### config.mk
export PLATFORM = sky130hd
export DESIGN_NAME = trig_capture
export DESIGN_NICKNAME = d
export VERILOG_FILES = /design/src/rtl/trig_pkg.sv /design/src/rtl/trig_sync.sv /design/src/rtl/trig_timebase.sv /design/src/rtl/trig_pend.sv /design/src/rtl/trig_capture.sv
export SDC_FILE = /design/constraint.sdc
export NUM_CORES = 1
export LEC_CHECK = 0
export ABC_AREA = 1
export BUFFER_PORTS_ARGS = -buffer_cell sky130_fd_sc_hd__buf_2
export CAP_MARGIN = 20
export CORE_MARGIN = 4
export CORE_UTILIZATION = 49
export DETAILED_ROUTE_END_ITERATION = 12
export GPL_TIMING_DRIVEN = 1
export PLACE_DENSITY = 0.79
export SLEW_MARGIN = 15
export SYNTH_ARGS = -nofsm -noshare
export SYNTH_HDL_FRONTEND = slang
export SYNTH_SLANG_ARGS = --single-unit
### constraint.sdc
create_clock -name clk_i -period 2.1 [get_ports clk_i]
set_clock_uncertainty 0.15 [all_clocks]
set_input_delay 0.315 -clock clk_i [delete_from_list [all_inputs] [get_ports clk_i]]
set_output_delay 0.315 -clock clk_i [all_outputs]
set_load 0.05 [all_outputs]
### src/rtl/trig_pkg.sv
package trig_pkg;
  localparam int unsigned NUM_TRIG = 2;
  localparam int unsigned ACT_W    = 8;
  localparam int unsigned PEND_LSB = 1;
  localparam int unsigned LVL_LSB  = 5;
  typedef logic [NUM_TRIG-1:0] trig_vec_t;
endpackage

### src/rtl/trig_sync.sv
module trig_sync #(
  parameter int unsigned WIDTH  = 2,
  parameter int unsigned STAGES = 2
) (
  input  logic             clk_i,
  input  logic             rst_ni,
  input  logic [WIDTH-1:0] async_i,
  output logic [WIDTH-1:0] sync_o
);
  logic [WIDTH-1:0] chain_q [STAGES];

  always_ff @(posedge clk_i or negedge rst_ni) begin
    if (!rst_ni) chain_q[0] <= '0;
    else         chain_q[0] <= async_i;
  end

  for (genvar s = 1; s < STAGES; s++) begin : g_stage
    always_ff @(posedge clk_i or negedge rst_ni) begin
      if (!rst_ni) chain_q[s] <= '0;
      else         chain_q[s] <= chain_q[s-1];
    end
  end

  assign sync_o = chain_q[STAGES-1];
endmodule

### src/rtl/trig_timebase.sv
module trig_timebase #(
  parameter int unsigned TS_W = 64
) (
  input  logic            clk_i,
  input  logic            rst_ni,
  output logic [TS_W-1:0] count_o
);
  logic [TS_W-1:0] count_q;

  always_ff @(posedge clk_i or negedge rst_ni) begin
    if (!rst_ni) count_q <= '0;
    else         count_q <= count_q + 1'b1;
  end

  assign count_o = count_q;
endmodule

### src/rtl/trig_pend.sv
module trig_pend #(
  parameter int unsigned WIDTH = 2,
  parameter int unsigned TS_W  = 64
) (
  input  logic             clk_i,
  input  logic             rst_ni,
  input  logic [WIDTH-1:0] level_i,
  input  logic             ack_i,
  input  logic [TS_W-1:0]  time_i,
  output logic [WIDTH-1:0] pend_o,
  output logic [TS_W-1:0]  stamp_o
);
  logic [WIDTH-1:0] prev_q, pend_q, edge_w, pend_d;
  logic [TS_W-1:0]  stamp_q;
  logic             capture_w;

  assign edge_w    = level_i ^ prev_q;
  // set beats clear
  assign pend_d    = edge_w | (pend_q & {WIDTH{~ack_i}});
  // new stamp only when the set was empty or is being emptied
  assign capture_w = (|edge_w) & ((pend_q == '0) | ack_i);

  always_ff @(posedge clk_i or negedge rst_ni) begin
    if (!rst_ni) begin
      prev_q  <= '0;
      pend_q  <= '0;
      stamp_q <= '0;
    end else begin
      prev_q <= level_i;
      pend_q <= pend_d;
      if (capture_w) stamp_q <= time_i;
    end
  end

  assign pend_o  = pend_q;
  assign stamp_o = stamp_q;
endmodule

### src/rtl/trig_capture.sv
module trig_capture
  import trig_pkg::*;
#(
  parameter int unsigned SYNC_STAGES = 2,
  parameter int unsigned TS_W        = 64
) (
  input  logic                clk_i,
  input  logic                rst_ni,
  input  logic [NUM_TRIG-1:0] trig_i,
  input  logic                ack_i,
  output logic [ACT_W-1:0]    activity_o,
  output logic [TS_W-1:0]     stamp_o,
  output logic                evt_valid_o
);
  trig_vec_t       level_w, pend_w;
  logic [TS_W-1:0] time_w;

  trig_sync #(.WIDTH(NUM_TRIG), .STAGES(SYNC_STAGES)) u_sync (
    .clk_i(clk_i), .rst_ni(rst_ni), .async_i(trig_i), .sync_o(level_w)
  );

  trig_timebase #(.TS_W(TS_W)) u_tb (
    .clk_i(clk_i), .rst_ni(rst_ni), .count_o(time_w)
  );

  trig_pend #(.WIDTH(NUM_TRIG), .TS_W(TS_W)) u_pend (
    .clk_i(clk_i), .rst_ni(rst_ni), .level_i(level_w), .ack_i(ack_i),
    .time_i(time_w), .pend_o(pend_w), .stamp_o(stamp_o)
  );

  always_comb begin
    activity_o = '0;
    for (int k = 0; k < NUM_TRIG; k++) begin
      activity_o[PEND_LSB+k] = pend_w[k];
      activity_o[LVL_LSB+k]  = level_w[k];
    end
  end

  assign evt_valid_o = |pend_w;
endmodule

==> Implementation_results.wiki <==
{| class="wikitable"
! Metric !! Value
|-
| Routed wire length on met3 || between 1000 and 1500 µm
|-
| Starting utilization of the core area || 50.1%
|-
| Cell-internal power || between 4 and 5 mW
|-
| TritonCTS Buffers || 17
|-
| Result of the run || finished clean
|-
| Warnings, synthesis || 0
|-
| Kind of cell adding the most delay to the critical path || simple AND/OR/NAND/NOR gates
|-
| Final Cycle Share || a little under nine tenths
|-
| Antenna violation net count after detailed routing || 0
|-
| Slew Limit Fails || 0
|-
| Logic pwr share || under 10%
|-
| Number of clock sinks seen by CTS || 136
|-
| Yosys reg bits || between 100 and 150
|-
| LEAKAGE || between 3 and 4 nW
|-
| DRT Pass-1 Iters || 5
|-
| Highest metal layer with signal wires || met4
|-
| Source-to-sink clock delay at the later pin of the worst-skew pair || 0.42 ns
|-
| Placed instance area || just under 7000 µm²
|-
| Vias/cell || 5.00
|-
| Initial antenna violation count || 0
|-
| CP Depth || 8
|-
| DP Worst Slack || 0.311 ns
|-
| Sequence of cells on the critical path || ha_1, nand2_1, nor2_4, nand2_4, nor2_1, nand2_2, o21ai_0, nand2_1
|-
| Worst-case register-to-register setup slack || approximately 0.30 ns
|-
| Worst Hold Slack || 0.197 ns
|-
| Count of final setup violators || 0
|-
| Hold path start || u_sync.chain_q[2]
|-
| Post-cts resize count || 0
|-
| Finished layout cell area || approximately 7600 µm²
|-
| Number of levels the H-tree was split into || 4
|-
| Cell depth of the worst hold path || 0
|-
| Total wire length after detailed routing || 15500 µm
|-
| Cell depth of the worst flop-to-flop path || 8
|-
| Type of the tightest min-delay check || reg -> reg
|-
| Port Buffers || 73
|-
| Area overhead of the layout relative to synthesis || 20.2%
|-
| Required arrival time at the worst endpoint || roughly 2.3 ns
|-
| Data arrival time of the critical path || 1.96 ns
|-
| Metal-1 WL || ~7000 µm
|-
| Area enclosed by the die boundary || 14800 µm²
|-
| Start point of the critical path || u_tb.count_o[1]
|-
| Die width || 122 µm
|-
| Actual slew at the worst max-slew pin || about 0.53 ns
|-
| Starting DRC count in detailed routing || 425
|-
| Global-route congestion overflow total || 0
|-
| Power density over cell area || 815 nW/µm²
|-
| Largest buffer count on any clock path || 2
|-
| Crit path buffers/inverters || 0
|-
| Peak supply drop || 0.605 mV
|-
| Wire length of the first global-routing pass || 25900 µm
|-
| DPL Wire Length || 11600 µm
|-
| WL/cell || 14.8 µm
|-
| Net switching power figure || 1.39 mW
|-
| Cells after Synth || just under 800
|-
| Total setup buffers inserted after CTS || 0
|-
| Power consumption || 6.19 mW
|-
| Sequential area share after synthesis || 53.9%
|-
| Smallest setup slack after layout || around 0.30 ns
|-
| Element type at the critical path start || flip-flop
|-
| # diodes || 0
|-
| Maximum clock frequency || approximately 0.55 GHz
|-
| CTS hold repair buffers || 4
|-
| Die H || approximately 120 µm
|-
| Share of total power consumed by net switching || 22.5%
|-
| Maximum number of pins on one net before global-route repair || 59
|-
| Clock group share of total power || roughly half
|-
| Flop pwr share || 43.1%
|-
| Ratio of cells with drive above 1 in the final layout || about 16%
|-
| Met2 routed wirelength || 7050 µm
|-
| Routed vias || 5252
|-
| Final worst path period need || 1.80 ns
|-
| Clock slew at reported path FFs || about 0.06 ns
|-
| Post-synthesis average cell area || 8.09 µm²
|-
| Type of element capturing the critical path || flip-flop
|-
| Top-Level Pins || 78
|-
| # nets final || between 800 and 900
|-
| Slew headroom || approximately 65%
|-
| Remaining design rule violation count || 0
|-
| Max-cap violations || 0
|-
| Number of global-route vias before repair || 5094
|-
| Maximum cell stage delay along the critical path || 0.39 ns
|-
| Highest fanout seen on the critical path || 6
|-
| Number of failing hold endpoints at the final stage || 0
|-
| Cell type of the slowest stage on the worst timing path || dfrtp_1
|-
| Core Region || 12600 µm²
|-
| Number of unique standard cell types used by synthesis || 21
|-
| Buffer cell driving the clock tree root || clkbuf_16
|-
| Total global-route track usage || 22.8%
|-
| Most used cell, CP || nand2_1
|-
| RSZ-0062 raised after global routing || no
|-
| Clock tree from TritonCTS || done
|-
| Critical path type || reg -> reg
|-
| Routability congestion estimate from global placement || 0.998
|-
| Setup tns final || 0 ns
|-
| Placement row count || 41
|-
| Cell area after synthesis || 6320 µm²
|-
| Launch instance of the worst register-to-register path || u_tb.count_o[1]
|}
state kept, by name, indices dropped and copies added, names as in the netlist:
register,cells
u_pend.pend_o,2
u_sync.chain_q,2
u_pend.stamp_o,64
u_tb.count_o,64
u_pend.prev_q,2
u_sync.sync_o,2
through the flow:
step | utilization (%) | cells
after global placement | 54.8 | 1015
after global routing | 60.2 | 1051
final | 60.2 | 1051
after detailed placement | 54.8 | 1015
after CTS | 60.2 | 1051
after floorplan | - | 784
cells in the final DEF (no fill, tap or decap), types with 7 or more instances in the layout:
master     count
dfrtp_1      136
inv_1         79
o21ai_0       75
nand3_1       11
xor2_1        31
buf_2         72
o21ai_1       12
nand2_1      262
nor2_1       114
clkbuf_16     17
nand2_2       11
nor2_4         7
nand4_1        8
power groups by stage:
| stage | clock network (mW) | logic [mW] | registers [mW] |
|---|---|---|---|
| after floorplan | 0 | 0.132 | 2.80 |
| after global placement | 0 | 0.332 | 2.71 |
| after detailed placement | 0 | 0.337 | 2.71 |
| after CTS | 3.24 | 0.343 | 2.67 |
| after global routing | 3.37 | 0.370 | 2.67 |
| final | 3.19 | 0.336 | 2.67 |
worst register-to-register path: stages (launching register included):
cell     delay, ns
dfrtp_1       0.39
ha_1          0.20
nand2_1       0.10
nor2_4        0.18
nand2_4       0.13
nor2_1        0.17
nand2_2       0.13
o21ai_0       0.17
nand2_1       0.07
area by class of cell:
type	instances	area, µm²
clock inverter	11	170
tap	172	215
timing repair buffer	83	507
multi-input combinational	549	2530
sequential	136	3400
clock buffer	21	470
inverter	79	297
fill	1148	5020
cell usage after synthesis:
cell type / number / area, µm²
nor2_4: 7 / 78.8
inv_1: 79 / 297
nor2_2: 4 / 25.0
nand2_2: 11 / 68.8
clkbuf_1: 6 / 22.5
dfrtp_1: 136 / 3400
o21ai_0: 75 / 375
conb_1: 1 / 3.75
nand2_4: 2 / 22.5
nor2_1: 114 / 428
buf_2: 8 / 40.0
nand3_1: 11 / 55.1
xnor2_1: 2 / 17.5
o21ai_1: 13 / 65.1
nand2_1: 262 / 983
nor2_8: 2 / 40.0
buf_4: 6 / 45.0
ha_1: 1 / 12.5
nand4_1: 8 / 50.1
nand3b_1: 2 / 15.0
xor2_1: 31 / 272
worst paths after layout:
check / end
worst min register to register: u_sync.sync_o[0]
worst min-delay path: u_sync.sync_o[0]
max in group asynchronous: u_tb.count_o[28]
worst max-delay path: u_tb.count_o[58]
worst max register to register: u_tb.count_o[58]
min in group asynchronous: u_sync.sync_o[0]
metal layers:
layer  global-route usage [%]  up-vias
met1                     31.8     2469
met4                     8.96        0
met5                        0        -
met2                     34.9      178
met3                     5.15       32
li1                         -     2573
logic make-up after synthesis:
logic type	Yosys count	share of synthesized area, %
buffers and inverters	99	6.39
xor gates and xnor gates	33	4.57
other	1	0.0593
adders and majority gates	1	0.198
AOI/OAI and AO/OA	88	6.97
DFF	136	53.9
and+or+nand+nor	423	28.0
Note: power is estimated with default switching activity, not from simulation.
